## src/rtl/hbg_pkg.sv

```systemverilog
package hbg_pkg;

  // Enables latched together at each period boundary
  typedef struct packed {
    logic bridge;
    logic rect;
    logic cmp;
  } hbg_en_t;

  // Rectifier index: 0 conducts in the low-side phase, 1 in the high-side phase
  localparam int RECT_LOW  = 0;
  localparam int RECT_HIGH = 1;
  localparam int NUM_RECT  = 2;

endpackage

```

## src/rtl/hbg_period_ctr.sv

```systemverilog
module hbg_period_ctr #(
  parameter int CNT_W      = 12,
  parameter int DT_W       = 8,
  parameter int MIN_PERIOD = 8
) (
  input  logic                                   clk,
  input  logic                                   rst_n,
  input  logic [CNT_W-1:0]                       period_i,
  input  logic [DT_W-1:0]                        hs_dly_i,
  input  logic [DT_W-1:0]                        ls_dly_i,
  input  logic [hbg_pkg::NUM_RECT-1:0][DT_W-1:0] lead_i,
  input  logic [hbg_pkg::NUM_RECT-1:0][DT_W-1:0] trail_i,
  input  hbg_pkg::hbg_en_t                       en_i,
  output logic [CNT_W-1:0]                       cnt_o,
  output logic [CNT_W-1:0]                       per_o,
  output logic [CNT_W-1:0]                       half_o,
  output logic [DT_W-1:0]                        hs_dly_o,
  output logic [DT_W-1:0]                        ls_dly_o,
  output logic [hbg_pkg::NUM_RECT-1:0][DT_W-1:0] lead_o,
  output logic [hbg_pkg::NUM_RECT-1:0][DT_W-1:0] trail_o,
  output hbg_pkg::hbg_en_t                       en_o,
  output logic                                   pstart_o
);
  localparam int NR = hbg_pkg::NUM_RECT;
  localparam logic [CNT_W-1:0] MIN_P = CNT_W'(MIN_PERIOD);

  logic [CNT_W-1:0]          cnt_q, cnt_d;
  logic [CNT_W-1:0]          per_q, per_in;
  logic [DT_W-1:0]           hs_dly_q, ls_dly_q;
  logic [NR-1:0][DT_W-1:0]   lead_q, trail_q;
  hbg_pkg::hbg_en_t          en_q;
  logic                      pstart_q, pstart_d;
  logic                      last_cnt;
  logic                      load_en;

  // next-state
  always_comb begin
    last_cnt = (cnt_q == (per_q - 1'b1));
    load_en  = last_cnt;
    cnt_d    = last_cnt ? '0 : (cnt_q + 1'b1);
    per_in   = (period_i < MIN_P) ? MIN_P : period_i;
    pstart_d = (cnt_q == '0);
  end

  // counter and strobe
  always_ff @(posedge clk or negedge rst_n) begin
    if (!rst_n) begin
      cnt_q    <= '0;
      pstart_q <= 1'b0;
    end else begin
      cnt_q    <= cnt_d;
      pstart_q <= pstart_d;
    end
  end

  // working copy of the settings, loaded only on the last count
  always_ff @(posedge clk or negedge rst_n) begin
    if (!rst_n) begin
      per_q    <= MIN_P;
      hs_dly_q <= '0;
      ls_dly_q <= '0;
      lead_q   <= '0;
      trail_q  <= '0;
      en_q     <= '0;
    end else if (load_en) begin
      per_q    <= per_in;
      hs_dly_q <= hs_dly_i;
      ls_dly_q <= ls_dly_i;
      lead_q   <= lead_i;
      trail_q  <= trail_i;
      en_q     <= en_i;
    end
  end

  assign cnt_o    = cnt_q;
  assign per_o    = per_q;
  assign half_o   = per_q >> 1;
  assign hs_dly_o = hs_dly_q;
  assign ls_dly_o = ls_dly_q;
  assign lead_o   = lead_q;
  assign trail_o  = trail_q;
  assign en_o     = en_q;
  assign pstart_o = pstart_q;

endmodule

```

## src/rtl/hbg_bridge_dec.sv

```systemverilog
module hbg_bridge_dec #(
  parameter int CNT_W = 12,
  parameter int DT_W  = 8
) (
  input  logic             clk,
  input  logic             rst_n,
  input  logic [CNT_W-1:0] cnt_i,
  input  logic [CNT_W-1:0] half_i,
  input  logic [DT_W-1:0]  hs_dly_i,
  input  logic [DT_W-1:0]  ls_dly_i,
  input  logic             en_i,
  output logic             hs_o,
  output logic             ls_o
);
  localparam int XW = CNT_W + 1;

  logic [XW-1:0] cnt_x, half_x, hs_on_x, ls_on_x;
  logic          hs_q, hs_d, ls_q, ls_d;

  always_comb begin
    cnt_x   = XW'(cnt_i);
    half_x  = XW'(half_i);
    hs_on_x = XW'(hs_dly_i);
    ls_on_x = half_x + XW'(ls_dly_i);
    hs_d    = en_i && (cnt_x >= hs_on_x) && (cnt_x < half_x);
    ls_d    = en_i && (cnt_x >= ls_on_x);
  end

  always_ff @(posedge clk or negedge rst_n) begin
    if (!rst_n) begin
      hs_q <= 1'b0;
      ls_q <= 1'b0;
    end else begin
      hs_q <= hs_d;
      ls_q <= ls_d;
    end
  end

  assign hs_o = hs_q;
  assign ls_o = ls_q;

endmodule

```

## src/rtl/hbg_rect_gate.sv

```systemverilog
module hbg_rect_gate #(
  parameter int CNT_W = 12,
  parameter int DT_W  = 8
) (
  input  logic             clk,
  input  logic             rst_n,
  input  logic [CNT_W-1:0] cnt_i,
  input  logic [CNT_W-1:0] ph_lo_i,
  input  logic [CNT_W-1:0] ph_hi_i,
  input  logic [DT_W-1:0]  lead_i,
  input  logic [DT_W-1:0]  trail_i,
  input  logic             en_i,
  input  logic             cmp_mode_i,
  input  logic             cmp_i,
  output logic             gate_o
);
  localparam int XW = CNT_W + 1;

  logic [XW-1:0] cnt_x, lo_x, hi_x, on_x;
  logic          in_phase, base_win, hold_win;
  logic          gate_q, gate_d;

  always_comb begin
    cnt_x    = XW'(cnt_i);
    lo_x     = XW'(ph_lo_i);
    hi_x     = XW'(ph_hi_i);
    on_x     = lo_x + XW'(lead_i);
    in_phase = (cnt_x >= lo_x) && (cnt_x < hi_x);
    // nominal window: delayed start, advanced end
    base_win = (cnt_x >= on_x) && ((cnt_x + XW'(trail_i)) < hi_x);
    // extension: only continues an already-on gate, never past the phase end
    hold_win = in_phase && cmp_mode_i && cmp_i && gate_q;
    gate_d   = en_i && (base_win || hold_win);
  end

  always_ff @(posedge clk or negedge rst_n) begin
    if (!rst_n) gate_q <= 1'b0;
    else        gate_q <= gate_d;
  end

  assign gate_o = gate_q;

endmodule

```

## src/rtl/hb_gate_timer.sv

```systemverilog
module hb_gate_timer #(
  parameter int CNT_W      = 12,
  parameter int DT_W       = 8,
  parameter int MIN_PERIOD = 8
) (
  input  logic             clk,
  input  logic             rst_n,
  input  logic [CNT_W-1:0] period_i,
  input  logic [DT_W-1:0]  hs_delay_i,
  input  logic [DT_W-1:0]  ls_delay_i,
  input  logic [DT_W-1:0]  sr1_lead_i,
  input  logic [DT_W-1:0]  sr1_trail_i,
  input  logic [DT_W-1:0]  sr2_lead_i,
  input  logic [DT_W-1:0]  sr2_trail_i,
  input  logic             bridge_en_i,
  input  logic             rect_en_i,
  input  logic             cmp_mode_i,
  input  logic             sr1_cmp_i,
  input  logic             sr2_cmp_i,
  output logic             hs_o,
  output logic             ls_o,
  output logic             sr1_o,
  output logic             sr2_o,
  output logic             pstart_o
);
  localparam int NR = hbg_pkg::NUM_RECT;

  logic [CNT_W-1:0]        cnt, per, half;
  logic [DT_W-1:0]         hs_dly, ls_dly;
  logic [NR-1:0][DT_W-1:0] lead_in, trail_in, lead, trail;
  logic [NR-1:0][CNT_W-1:0] ph_lo, ph_hi;
  logic [NR-1:0]           cmp_v, gate_v;
  hbg_pkg::hbg_en_t        en_in, en_q;

  always_comb begin
    en_in.bridge = bridge_en_i;
    en_in.rect   = rect_en_i;
    en_in.cmp    = cmp_mode_i;
    lead_in[hbg_pkg::RECT_LOW]   = sr1_lead_i;
    lead_in[hbg_pkg::RECT_HIGH]  = sr2_lead_i;
    trail_in[hbg_pkg::RECT_LOW]  = sr1_trail_i;
    trail_in[hbg_pkg::RECT_HIGH] = sr2_trail_i;
    cmp_v[hbg_pkg::RECT_LOW]     = sr1_cmp_i;
    cmp_v[hbg_pkg::RECT_HIGH]    = sr2_cmp_i;
    ph_lo[hbg_pkg::RECT_LOW]     = half;
    ph_hi[hbg_pkg::RECT_LOW]     = per;
    ph_lo[hbg_pkg::RECT_HIGH]    = '0;
    ph_hi[hbg_pkg::RECT_HIGH]    = half;
  end

  hbg_period_ctr #(
    .CNT_W(CNT_W), .DT_W(DT_W), .MIN_PERIOD(MIN_PERIOD)
  ) u_ctr (
    .clk(clk), .rst_n(rst_n),
    .period_i(period_i), .hs_dly_i(hs_delay_i), .ls_dly_i(ls_delay_i),
    .lead_i(lead_in), .trail_i(trail_in), .en_i(en_in),
    .cnt_o(cnt), .per_o(per), .half_o(half),
    .hs_dly_o(hs_dly), .ls_dly_o(ls_dly),
    .lead_o(lead), .trail_o(trail), .en_o(en_q),
    .pstart_o(pstart_o)
  );

  hbg_bridge_dec #(.CNT_W(CNT_W), .DT_W(DT_W)) u_bridge (
    .clk(clk), .rst_n(rst_n),
    .cnt_i(cnt), .half_i(half),
    .hs_dly_i(hs_dly), .ls_dly_i(ls_dly),
    .en_i(en_q.bridge),
    .hs_o(hs_o), .ls_o(ls_o)
  );

  for (genvar r = 0; r < NR; r++) begin : g_rect
    hbg_rect_gate #(.CNT_W(CNT_W), .DT_W(DT_W)) u_gate (
      .clk(clk), .rst_n(rst_n),
      .cnt_i(cnt), .ph_lo_i(ph_lo[r]), .ph_hi_i(ph_hi[r]),
      .lead_i(lead[r]), .trail_i(trail[r]),
      .en_i(en_q.rect), .cmp_mode_i(en_q.cmp), .cmp_i(cmp_v[r]),
      .gate_o(gate_v[r])
    );
  end

  assign sr1_o = gate_v[hbg_pkg::RECT_LOW];
  assign sr2_o = gate_v[hbg_pkg::RECT_HIGH];

endmodule

```

## config.mk

```make
export PLATFORM = sky130hd
export DESIGN_NAME = hb_gate_timer
export DESIGN_NICKNAME = d
export VERILOG_FILES = /design/src/rtl/hbg_pkg.sv /design/src/rtl/hbg_period_ctr.sv /design/src/rtl/hbg_bridge_dec.sv /design/src/rtl/hbg_rect_gate.sv /design/src/rtl/hb_gate_timer.sv
export SDC_FILE = /design/constraint.sdc
export NUM_CORES = 1
export LEC_CHECK = 0
export CORE_MARGIN = 4
export CORE_UTILIZATION = 60
export CTS_CLUSTER_SIZE = 10
export DETAILED_ROUTE_END_ITERATION = 12
export HOLD_SLACK_MARGIN = 0.03
export MAX_ROUTING_LAYER = met4
export PLACE_DENSITY_LB_ADDON = 0.1
export SETUP_SLACK_MARGIN = 0.05
export SKIP_LAST_GASP = 1
export SYNTH_ARGS = -nofsm -noshare
export SYNTH_HDL_FRONTEND = slang
export SYNTH_HIERARCHICAL = 1
export SYNTH_SLANG_ARGS = --single-unit
```

## constraint.sdc

```tcl
create_clock -name clk -period 4.2 [get_ports clk]
set_input_delay 0.63 -clock clk [delete_from_list [all_inputs] [get_ports clk]]
set_output_delay 0.63 -clock clk [all_outputs]
set_load 0.05 [all_outputs]
```

; ---- Yosys cells after proc, flatten, opt, wreduce, memory -nomap -nowiden
; Index checks and enable logic that the tools add are counted.
; W data, S select, Z words.
[classes]
n_lt_le_gt_ge = 11
eq_ne = 1
n_bitwise = 0
shifts = 0
n_reduce_logical = 18
multipliers = 0
n_div = 0
add_sub_neg = 6
n_mux = 2
[ops]
columns = op, count
row1 = $add A12 B8 Y13, 2
row2 = $ge A12 B13 Y1, 2
row3 = $add A11 B8 Y12, 2
row4 = $ge A12 B8 Y1, 2
row5 = $mux W12, 2
row6 = $logic_and A1 B1 Y1, 15
row7 = $lt A13 B11 Y1, 1
row8 = $lt A13 B12 Y1, 1
row9 = $add A12 B1 Y12 const B, 1
row10 = $eq A12 B12 Y1, 1
row11 = $ge A12 B1 Y1 const B, 1
row12 = $ge A12 B11 Y1, 1
row13 = $logic_not A12 Y1, 1
row14 = $lt A12 B11 Y1, 1
row15 = $lt A12 B12 Y1, 1
row16 = $lt A12 B4 Y1 const B, 1
row17 = $sub A12 B1 Y12 const B, 1
row18 = $logic_or A1 B1 Y1, 2
[word_totals]
mem_count = 0
out_inout_bits = 5
wordCells = 54
mem_bits_rw = 0
mem_bits_ro = 0
latch_bits = 0
inputBits = 67
ff_bits = 80

; ---- Depth between registers and ports, before layout
; Gate-level depths: netlist of the first run.
[depth]
ltp_word = 7
mapped_depth = 16
depth_no_buf = 16

; ---- Hierarchy
; Netlist of the first run, hierarchy kept.
[modules_own_cells]
columns = mod, instances, cells_per_inst, seq_area_each_um2, area_each_um2
row1 = hbg_period_ctr, 1, 272, 1903.1, 3641.0
row2 = hbg_rect_gate at g_rect[1].u_gate, 1, 249, 25.0, 1933.1
row3 = hbg_rect_gate at g_rect[0].u_gate, 1, 251, 25.0, 1894.3
row4 = hbg_bridge_dec, 1, 145, 50.0, 1196.1
row5 = hb_gate_timer, 1, 1, 0.0, 3.8

; ---- Worst setup path after synthesis of the first run
; No wires, ideal clock.
[synth_path]
path_type = register to register
from = register u_ctr.cnt_q[1], in the netlist u_ctr/cnt_o[1]
to = register g_rect[1].u_gate.gate_q
required_time_ns = 4.108
path_slack_ns = 1.022
arrival_time_ns = 3.086
setup_time_ns = 0.092
path_buffers = 0
period_less_slack_ns = 3.178
stages_incl_launch_ff = 15
cell_sequence = dfrtp_1 > inv_1 > fa_1 > nor2b_1 > o2111ai_1 > a31oi_1 > nand3_1 > xnor2_1 > ha_1 > a21o_1 > a21oi_1 > o21ai_0 > a2111oi_2 > o311ai_2 > o31ai_2
[synth_between]
elab_chain_cells = 7
elab_cells_between_ends = 12
cone_classes = add/sub (1) / order compare (4) / reduce/logical (7)
[synth_rtl]
columns = item, line
row1 = "start, declared", hbg_period_ctr.sv:27  ; logic [CNT_W-1:0] cnt_q, cnt_d;
row2 = "start signal, assigned", hbg_period_ctr.sv:51  ; cnt_q <= cnt_d;
row3 = branches (longest 5 deep; another with $add A12 B8 Y13), n/a
row4 = $logic_or A1 B1 Y1 *, hbg_rect_gate.sv:33  ; gate_d = en_i && (base_win || hold_win);
row5 = $logic_and A1 B1 Y1 *, hbg_rect_gate.sv:33
row6 = named net g_rect[1].u_gate.gate_d, hbg_rect_gate.sv:21  ; logic gate_q, gate_d;
row7 = "end signal, assigned", hbg_rect_gate.sv:38  ; else gate_q <= gate_d;
row8 = "end, declared", hbg_rect_gate.sv:21
; Mark *: on every way through the listed nets, which the timed path passes.
; A chain may end at the register's enable or synchronous reset.

; ---- Final worst setup path of the first run
[layout_path]
from = register u_ctr.cnt_q[0], in the netlist u_ctr/cnt_o[0]
to = register g_rect[0].u_gate.gate_q
[layout_between]
elab_chain_cells = 7
elab_cells_between_ends = 12
cone_classes = add/sub (1) / order compare (4) / reduce/logical (7)
[layout_rtl]
columns = item, line
row1 = branches (longest 5 deep; another with $add A12 B8 Y13), n/a
row2 = $logic_or A1 B1 Y1 *, hbg_rect_gate.sv:33
row3 = $logic_and A1 B1 Y1 *, hbg_rect_gate.sv:33
row4 = named net g_rect[0].u_gate.gate_d, hbg_rect_gate.sv:21
row5 = "end signal, assigned", hbg_rect_gate.sv:38
row6 = "end, declared", hbg_rect_gate.sv:21
; Marked as above.

==> results of run 1 <==
[layout make-up]
cell class              instances  share of cell area (%)
multi-input cells             748                    62.4
flip-flops and latches         80                    20.0
repair buffers                 87                    8.40
inverters                      96                    3.60
clock buffers                  10                    2.39
well taps                     180                    2.25
clock inverters                 6                   0.925
[routing by layer]
layer / part of all wire (%) / up-vias / track usage (%)
met1: 43 / 3389 / 33.6
met4: 3.2 / 0 / 10.5
met5: 0 / - / -
met2: 48 / 206 / 43.5
li1: - / 3485 / -
met3: 6.2 / 58 / 4.83
[power by group through the flow]
stage          logic (uW)  clock network (uW)  registers [uW]
6_report             2030                 881             944
2_1_floorplan        1390                   0            1000
3_5_place_dp         2000                   0             955
3_3_place_gp         1950                   0             955
5_1_grt              2320                 933             950
4_1_cts              2020                 904             941
[state kept, by name (all words and copies together), names as in the netlist]
register              cells
g_rect.u_gate/gate_o      2
u_bridge/hs_o             1
u_bridge/ls_o             1
u_ctr/cnt_o              12
u_ctr/en_o                3
u_ctr/hs_dly_o            8
u_ctr/lead_o             16
u_ctr/ls_dly_o            8
u_ctr/per_o              12
u_ctr/pstart_o            1
u_ctr/trail_o            16
[metrics by stage]
stage | setup slack (ns) | std cells
2_1_floorplan | 1.02 | 947
3_3_place_gp | 0.778 | 1191
3_5_place_dp | 0.651 | 1191
4_1_cts | 0.565 | 1207
5_1_grt | 0.337 | 1207
6_report | 0.543 | 1207
[cells in the final DEF, fill, tap and decap left out, drive strengths merged, types with 4 or more instances in the layout]
cell type        n
and2            16
or3              5
nor4             9
a21o            13
nor3            20
o211ai          10
xnor2           48
o31ai            6
mux2            60
and3             6
nand3           32
o2111ai          6
conb            31
clkdlybuf4s50   70
clkbuf          10
nand2           35
o21ai           58
nand3b           4
fa               5
o21a             6
xor2            24
inv             96
nand4           12
ha             166
nor2b           12
a21boi           5
a31oi            9
nor2            41
a211oi          10
nand2b          14
a21oi           41
a2111oi         10
dfrtp           79
buf             17
[cell families after synthesis]
group,synth area share [%]
AOI/OAI and AO/OA,14.6
adders and majority gates,25.1
DFF,23.1
xor gates and xnor gates,7.27
muxes,9.87
buffers and inverters,6.09
other,0.0866
and+or+nand+nor,13.8
[worst min path at each step]
| stage | startpoint | to | depth (start not counted) |
|---|---|---|---|
| 2_1_floorplan | rst_n | g_rect[0].u_gate/gate_o | 0 |
| 3_3_place_gp | u_ctr/hs_dly_o[3] | u_ctr/hs_dly_o[3] | 1 |
| 3_5_place_dp | u_ctr/hs_dly_o[2] | u_ctr/hs_dly_o[2] | 1 |
| 4_1_cts | rst_n | u_ctr/hs_dly_o[0] | 1 |
| 5_1_grt | rst_n | u_ctr/hs_dly_o[0] | 1 |
| 6_report | rst_n | u_ctr/hs_dly_o[0] | 1 |
==> impl_metrics.toml, run 1 <==
[setup_path]
cp.depth = 13
crit_chain = "ha_1 > inv_1 > fa_1 > nor2b_1 > o2111ai_1 > a31oi_1 > nand3_1 > xnor2_1 > ha_1 > a21o_1 > a2111oi_0 > nand4_1 > o22ai_1"
start_kind = "register"
timing.rr.end = "g_rect[0].u_gate/gate_o"
regToRegStartpoint = "u_ctr/cnt_o[0]"
worst_path_most_repeated_cell = "ha_1"
crit_arrival_ns = 3.92
endpoint = "g_rect[0].u_gate/gate_o"
critPathMaxFanout = 9
cp_top_family = "compound AO/OA/AOI/OAI gates"
critPathKind = "register to register"
critPathSlowestCell = "dfrtp_1"
max_stage_delay_ns = 0.55
crit_start = "u_ctr/cnt_o[0]"
crit_path_end_kind = "register"
r2r_cells = 13
r2r_slack_ns = 0.54
critPathBufInv = 1
required_ns = 4.47

[timing]
rsz0062_at_grt = "false"
setup-tns-final_ns = 0
holdWs_ns = 0.350
setup_viol = 0
timing.fmax_mhz = 273
skew_ns = 0.00866
period_needed_ns = 3.66
hold_viol_final = 0
timing.final.crit_share_pct = 87.1
drv_slew = 0
worstMarginPinSlew_ns = 0.826
slew_headroom_pct = 45.0

[finish]
seqCellArea_um2 = 2000
fill_cells = 1115
antenna_cells = 0
drive_gt1_share_pct = 11.3
design_area_um2 = 10000
multiInputGateArea_um2 = 6250
nets = 1260
post-route-util_pct = 71.5
area_delta_synth_final_pct = 15.4

[logic_synthesis]
async_reset_ff_share_pct = 100
ys_types = 69
synth_edf_count = 0
synth.cell_area_um2 = 8670
yosys.area.top_type_share_pct = 24.0
yosysSeqAreaShare_pct = 23.1
yosys_warnings = 6
synth_commonest_cells = "ha_1 (166), inv_1 (95), dfrtp_1 (79)"
synth_ff_type = "dfrtp_1"
synthCells = 918
synth_seq_cells = 80
synth_top_cells_by_area = "ha_1 (24%), dfrtp_1 (23%), mux2_4 (6.9%), xnor2_1 (4.8%), inv_1 (4.1%)"
yosys.area.top_type = "ha_1"
yosysMostFrequentCell = "ha_1"
avgSynthCellArea_um2 = 9.44

[clock_network]
postCtsSetupBuffers = 0
cts_inserted_buffers = 9
htree_levels = 3
path_clk_slew_ns = 0.06
clk_latency_ns = 0.35
clock-root-buffer = "clkbuf_16"
cts_buffer_depth = 2
clkSinkCount = 80
ctsResizeCount = 0
ctsHoldBuffers = 0
cts_tree = "built"

[pwr]
p_leak_uw = 0.00493
pwr-share-seq_pct = 24.5
finalPower_uw = 3860
clockPowerShare_pct = 22.8
swShare_pct = 40.7
p_int_uw = 2290
p_per_area_nw_per_um2 = 386
p_sw_uw = 1570
p_comb_share_pct = 52.7
irDropWorstVdd_mv = 0.252

[global_routing]
grt_pass1_vias = 7041
grt_max_degree = 61
grt.total_usage_pct = 27.0
gr-total-overflow = 0
grt_pass1_wl_um = 34300
antenna_found_initial = 0

[routing]
vias = 7138
detail_route.iter0.violations = 480
drt_pass1_iterations = 7
ant_nets = 0
drc = 0
finalWirelength_um = 21100
viasPerCell = 5.91
avgRoutedWirePerCell_um = 17.5

[outcome]
outcome = "completed"

[floorplanning]
io_pins = 72
die_y_um = 128
start_util_pct = 62.0
die-area_um2 = 16400
die_w_um = 128
core_area_um2 = 14000
rows = 43

[hold_path]
hold_path_class = "input pin to asynchronous set/reset pin"

[placed_design]
placed_area_um2 = 9680
routabilityCongestion = 0.922
dp.final_hpwl_um = 15600
port_buffers = 71

[flow_run]
drv_cap = 0
Power figures use the tool's default switching activity.
==> run 2: changes to the inputs <==
--- a/config.mk
+++ b/config.mk
@@ -6,7 +6,7 @@
 export NUM_CORES = 1
 export LEC_CHECK = 0
 export CORE_MARGIN = 4
-export CORE_UTILIZATION = 60
+export CORE_UTILIZATION = 65
 export CTS_CLUSTER_SIZE = 10
 export DETAILED_ROUTE_END_ITERATION = 12
 export HOLD_SLACK_MARGIN = 0.03
==> constraint.sdc (replaced) <==
create_clock -name clk -period 4.5 [get_ports clk]
set_input_delay 0.675 -clock clk [delete_from_list [all_inputs] [get_ports clk]]
set_output_delay 0.675 -clock clk [all_outputs]
set_load 0.05 [all_outputs]
==> run 2 against run 1 <==
  * Highest routed layer unchanged
  * Non-clock buffer count shrank 3
  * Wire length rose by 3.8%
  * Clock power shrank 14%
==> impl_metrics.toml, run 2 (synthesis gave the netlist of run 1 again) <==
[timing]
setup_viol = 0
drv_slew = 0
hold_viol_final = 0
setup-tns-final_ns = 0
worstMarginPinSlew_ns = 1.11
rsz0062_at_grt = "false"
slew_headroom_pct = 26.2
period_needed_ns = 3.57
fin_ws_ns = 0.932
timing.fmax_mhz = 280
timing.final.crit_share_pct = 79.3
skew_ns = 0.00444

[routing]
ant_nets = 0
avgRoutedWirePerCell_um = 18.3
detail_route.iter0.violations = 484
drc = 0
vias = 7231
viasPerCell = 6.05
drt_pass1_iterations = 6
finalWirelength_um = 21900

[global_routing]
grt_pass1_vias = 7295
gr-total-overflow = 0
grt_max_degree = 81
antenna_found_initial = 0
grt_pass1_wl_um = 35300
grt.total_usage_pct = 30.6

[outcome]
outcome = "completed"

[setup_path]
critPathSlowestCell = "dfrtp_1"
crit_chain = "ha_1 > inv_1 > fa_1 > nor2b_1 > o2111ai_1 > a31oi_1 > nand3_1 > xnor2_1 > ha_1 > a21o_1 > a21oi_1 > o21ai_0 > a2111oi_2 > o311ai_2 > o31ai_2"
critPathMaxFanout = 9
required_ns = 4.75
cp_top_family = "compound AO/OA/AOI/OAI gates"
crit_path_end_kind = "register"
worst_path_most_repeated_cell = "ha_1"
crit_arrival_ns = 3.82
max_stage_delay_ns = 0.58
critPathBufInv = 1
start_kind = "register"
critPathKind = "register to register"

[clock_network]
cts_buffer_depth = 2
cts_tree = "built"
ctsHoldBuffers = 0
ctsResizeCount = 0
postCtsSetupBuffers = 0
clock-root-buffer = "clkbuf_16"
clkSinkCount = 80
htree_levels = 3
path_clk_slew_ns = 0.06
cts_inserted_buffers = 9
clk_latency_ns = 0.35

[finish]
drive_gt1_share_pct = 10.9
seqCellArea_um2 = 2000
fill_cells = 940
final_cell_mix = "ha_1 (166), inv_1 (95), dfrtp_1 (79)"
area_delta_synth_final_pct = 14.5
nets = 1257
antenna_cells = 0
final_common_cell = "ha_1"
multiInputGateArea_um2 = 6250

[hold_path]
hold_path_class = "input pin to asynchronous set/reset pin"

[floorplanning]
rows = 41
start_util_pct = 67.6
core_area_um2 = 12800
die_y_um = 123
die-area_um2 = 15200
die_w_um = 123
io_pins = 72

[flow_run]
drv_cap = 0

[placed_design]
pre_cts_ws_ns = 0.989
port_buffers = 71
routabilityCongestion = 0.902
dp.final_hpwl_um = 15500

[pwr]
finalPower_uw = 3590
p_leak_uw = 0.00490
p_per_area_nw_per_um2 = 361
irDropWorstVdd_mv = 0.233
## run 2: final cells by class
class,instances,area share [%]
clock buffers,11,2.44
multi-input cells,748,62.9
clock inverters,5,0.567
inverters,96,3.63
well taps,172,2.17
repair buffers,84,8.11
flip-flops and latches,80,20.2
## run 2: metrics by stage
step | cell area (um2) | util [%] | instances | hold slack (ns)
floorplan | 8780 | - | 947 | 0.379
global placement | 9630 | 75.1 | 1180 | 0.488
detailed placement | 9630 | 75.1 | 1180 | 0.498
CTS | 9930 | 77.4 | 1196 | 0.513
global route | 9930 | 77.4 | 1196 | 0.525
finish | 9930 | 77.4 | 1196 | 0.505
## run 2: final timing paths
kind                              startpoint                       to  slack (ns)  cells past startpoint
max                           u_ctr/cnt_o[0]  g_rect[1].u_gate/gate_o        0.93                     15
min reg2reg                u_ctr/hs_dly_o[7]        u_ctr/hs_dly_o[7]        0.51                      1
min in group clk           u_ctr/hs_dly_o[7]        u_ctr/hs_dly_o[7]        0.51                      1
max in group asynchronous              rst_n  g_rect[1].u_gate/gate_o        3.33                      1
max reg2reg                   u_ctr/cnt_o[0]  g_rect[1].u_gate/gate_o        0.93                     15
min                                    rst_n          u_ctr/lead_o[5]        0.50                      1
## run 2: power breakdown
| group | switching (uW) | internal, uW | total (uW) |
|---|---|---|---|
| clock network | 317 | 445 | 762 |
| logic | 1070 | 853 | 1930 |
| registers | 119 | 781 | 900 |
## run 2: worst register-to-register path, stage by stage (launching register included)
cell and delay [ns]:
dfrtp_1 0.58, ha_1 0.24, inv_1 0.06, fa_1 0.40, nor2b_1 0.19, o2111ai_1 0.15
a31oi_1 0.28, nand3_1 0.14, xnor2_1 0.19, ha_1 0.30, a21o_1 0.18, a21oi_1 0.14
o21ai_0 0.12, a2111oi_2 0.24, o311ai_2 0.17, o31ai_2 0.10
## run 2: metal layers
metal	wire length [um]	up-vias	track usage [%]
met5	0	-	-
met4	630	0	12.0
met3	1360	54	5.63
met2	10600	257	51.6
met1	9340	3432	36.3
li1	-	3488	-
==> run 3: changes to the inputs <==
--- a/config.mk
+++ b/config.mk
@@ -6,7 +6,7 @@
 export NUM_CORES = 1
 export LEC_CHECK = 0
 export CORE_MARGIN = 4
-export CORE_UTILIZATION = 65
+export CORE_UTILIZATION = 60
 export CTS_CLUSTER_SIZE = 10
 export DETAILED_ROUTE_END_ITERATION = 12
 export HOLD_SLACK_MARGIN = 0.03
==> constraint.sdc (replaced) <==
create_clock -name clk -period 3.4 [get_ports clk]
set_input_delay 0.51 -clock clk [delete_from_list [all_inputs] [get_ports clk]]
set_output_delay 0.51 -clock clk [all_outputs]
set_load 0.05 [all_outputs]
==> run 3 against run 2 <==
  * Worst hold slack worse by 0.15 ns
  * Register-to-register slack worse by 0.85 ns
  * Maximum frequency up 7.4%
  * Critical path type unchanged
  * Largest cell class unchanged
  * Largest power group unchanged
==> impl_metrics.toml, run 3 (synthesis gave the netlist of run 1 again) <==
[placed_design]
routabilityCongestion = 0.951
port_buffers = 71
placed_area_um2 = 9790
pre_cts_ws_ns = 0.0835
dp.final_hpwl_um = 16100
dp_cells = 1205

[setup_path]
required_ns = 3.63
crit_chain = "buf_4 > inv_1 > ha_1 > or4b_4 > or3b_1 > a2111oi_2 > nand4_1 > buf_4 > buf_12 > mux2_4"
timing.rr.end = "u_ctr/per_o[6]"
crit_arrival_ns = 3.55
start_kind = "register"
worst_path_most_repeated_cell = "buf_4"
crit_path_end_kind = "register"
critPathMaxFanout = 21
crit_start = "u_ctr/per_o[1]"
r2r_cells = 10
critPathBufInv = 4
regToRegStartpoint = "u_ctr/per_o[1]"
critPathSlowestCell = "or4b_4"
max_stage_delay_ns = 0.51
r2r_slack_ns = 0.08
critPathKind = "register to register"
cp_top_family = "simple AND/OR/NAND/NOR gates"

[global_routing]
grt.total_usage_pct = 28.0
gr-total-overflow = 0
antenna_found_initial = 0
grt_max_degree = 81
grt_pass1_vias = 7185
grt_pass1_wl_um = 35200

[pwr]
irDropWorstVdd_mv = 0.330
p_leak_uw = 0.00502
p_per_area_nw_per_um2 = 466

[finish]
fin_cells = 1228
final_common_cell = "ha_1"
final_cell_mix = "ha_1 (164), inv_1 (95), dfrtp_1 (79)"
drive_gt1_share_pct = 14.3
nets = 1281
design_area_um2 = 10200
antenna_cells = 0
post-route-util_pct = 73.0
area_delta_synth_final_pct = 17.7

[timing]
drv_slew = 0
worstMarginPinSlew_ns = 1.05
period_needed_ns = 3.32
slew_headroom_pct = 29.8
hold_viol_final = 0
skew_ns = 0.0108
timing.fmax_mhz = 301
setup_viol = 0
holdWs_ns = 0.350
fin_ws_ns = 0.0776
timing.final.crit_share_pct = 97.7
rsz0062_at_grt = "true"

[floorplanning]
rows = 43
core_area_um2 = 14000
io_pins = 72
die_w_um = 128
die_y_um = 128
start_util_pct = 62.0
die-area_um2 = 16400

[clock_network]
clock-root-buffer = "clkbuf_16"
ctsHoldBuffers = 0
path_clk_slew_ns = 0.06
clkSinkCount = 80
htree_levels = 3
clk_latency_ns = 0.35
cts_inserted_buffers = 9
cts_buffer_depth = 2
cts_tree = "built"

[routing]
viasPerCell = 5.89
drt_pass1_iterations = 5
ant_nets = 0
avgRoutedWirePerCell_um = 17.9
vias = 7238
detail_route.iter0.violations = 410
finalWirelength_um = 22000
drc = 0

[flow_run]
drv_cap = 0

[hold_path]
hold_path_class = "input pin to asynchronous set/reset pin"

[outcome]
outcome = "completed"
[run 3: worst max-delay path by stage]
stage | end | slack (ns) | cells after the start
after detailed placement | g_rect[1].u_gate/gate_o | 0.08 | 16
after CTS | g_rect[1].u_gate/gate_o | 0.06 | 16
final | u_ctr/per_o[6] | 0.08 | 10
after floorplan | g_rect[1].u_gate/gate_o | 0.22 | 14
after global placement | g_rect[0].u_gate/gate_o | 0.20 | 16
after global routing | u_ctr/per_o[6] | -0.05 | 10
[run 3: routing by layer]
metal  up-vias  GRT usage [%]  routed length [um]
li1       3530              -                   -
met1      3469           35.2                9700
met2       197           45.9               10500
met3        42           3.92                1180
met4         0           10.2                 633
met5         -              -                   0
[run 3: power by group]
group | total (uW) | internal (uW) | switching (uW) | leakage [uW]
Combinational | 2680 | 1190 | 1490 | 0.00394
Sequential | 1150 | 1040 | 117 | 0.000955
Clock | 925 | 514 | 412 | 0.000130
Total | 4760 | 2740 | 2010 | 0.00502
[run 3: per-stage QoR]
stage	setup TNS [ns]	total power, uW
detailed placement	0	3710
floorplan	0	2950
global placement	0	3640
global route	-0.751	5150
finish	0	4760
CTS	0	4680
[run 3: final cells by class]
type | instances | area [um2]
Timing Repair Buffer | 108 | 1010
Fill cell | 1107 | 3780
Multi-Input combinational cell | 748 | 6330
Tap cell | 180 | 225
Inverter | 96 | 360
Clock buffer | 13 | 250
Sequential cell | 80 | 2000
Clock inverter | 3 | 17.5
[run 3: what timing repair did]
item,4_1_cts,5_1_grt
setup buffers,0,7
resized for setup,2,22
pin swaps,0,11
endpoints found under the setup margin,1,61
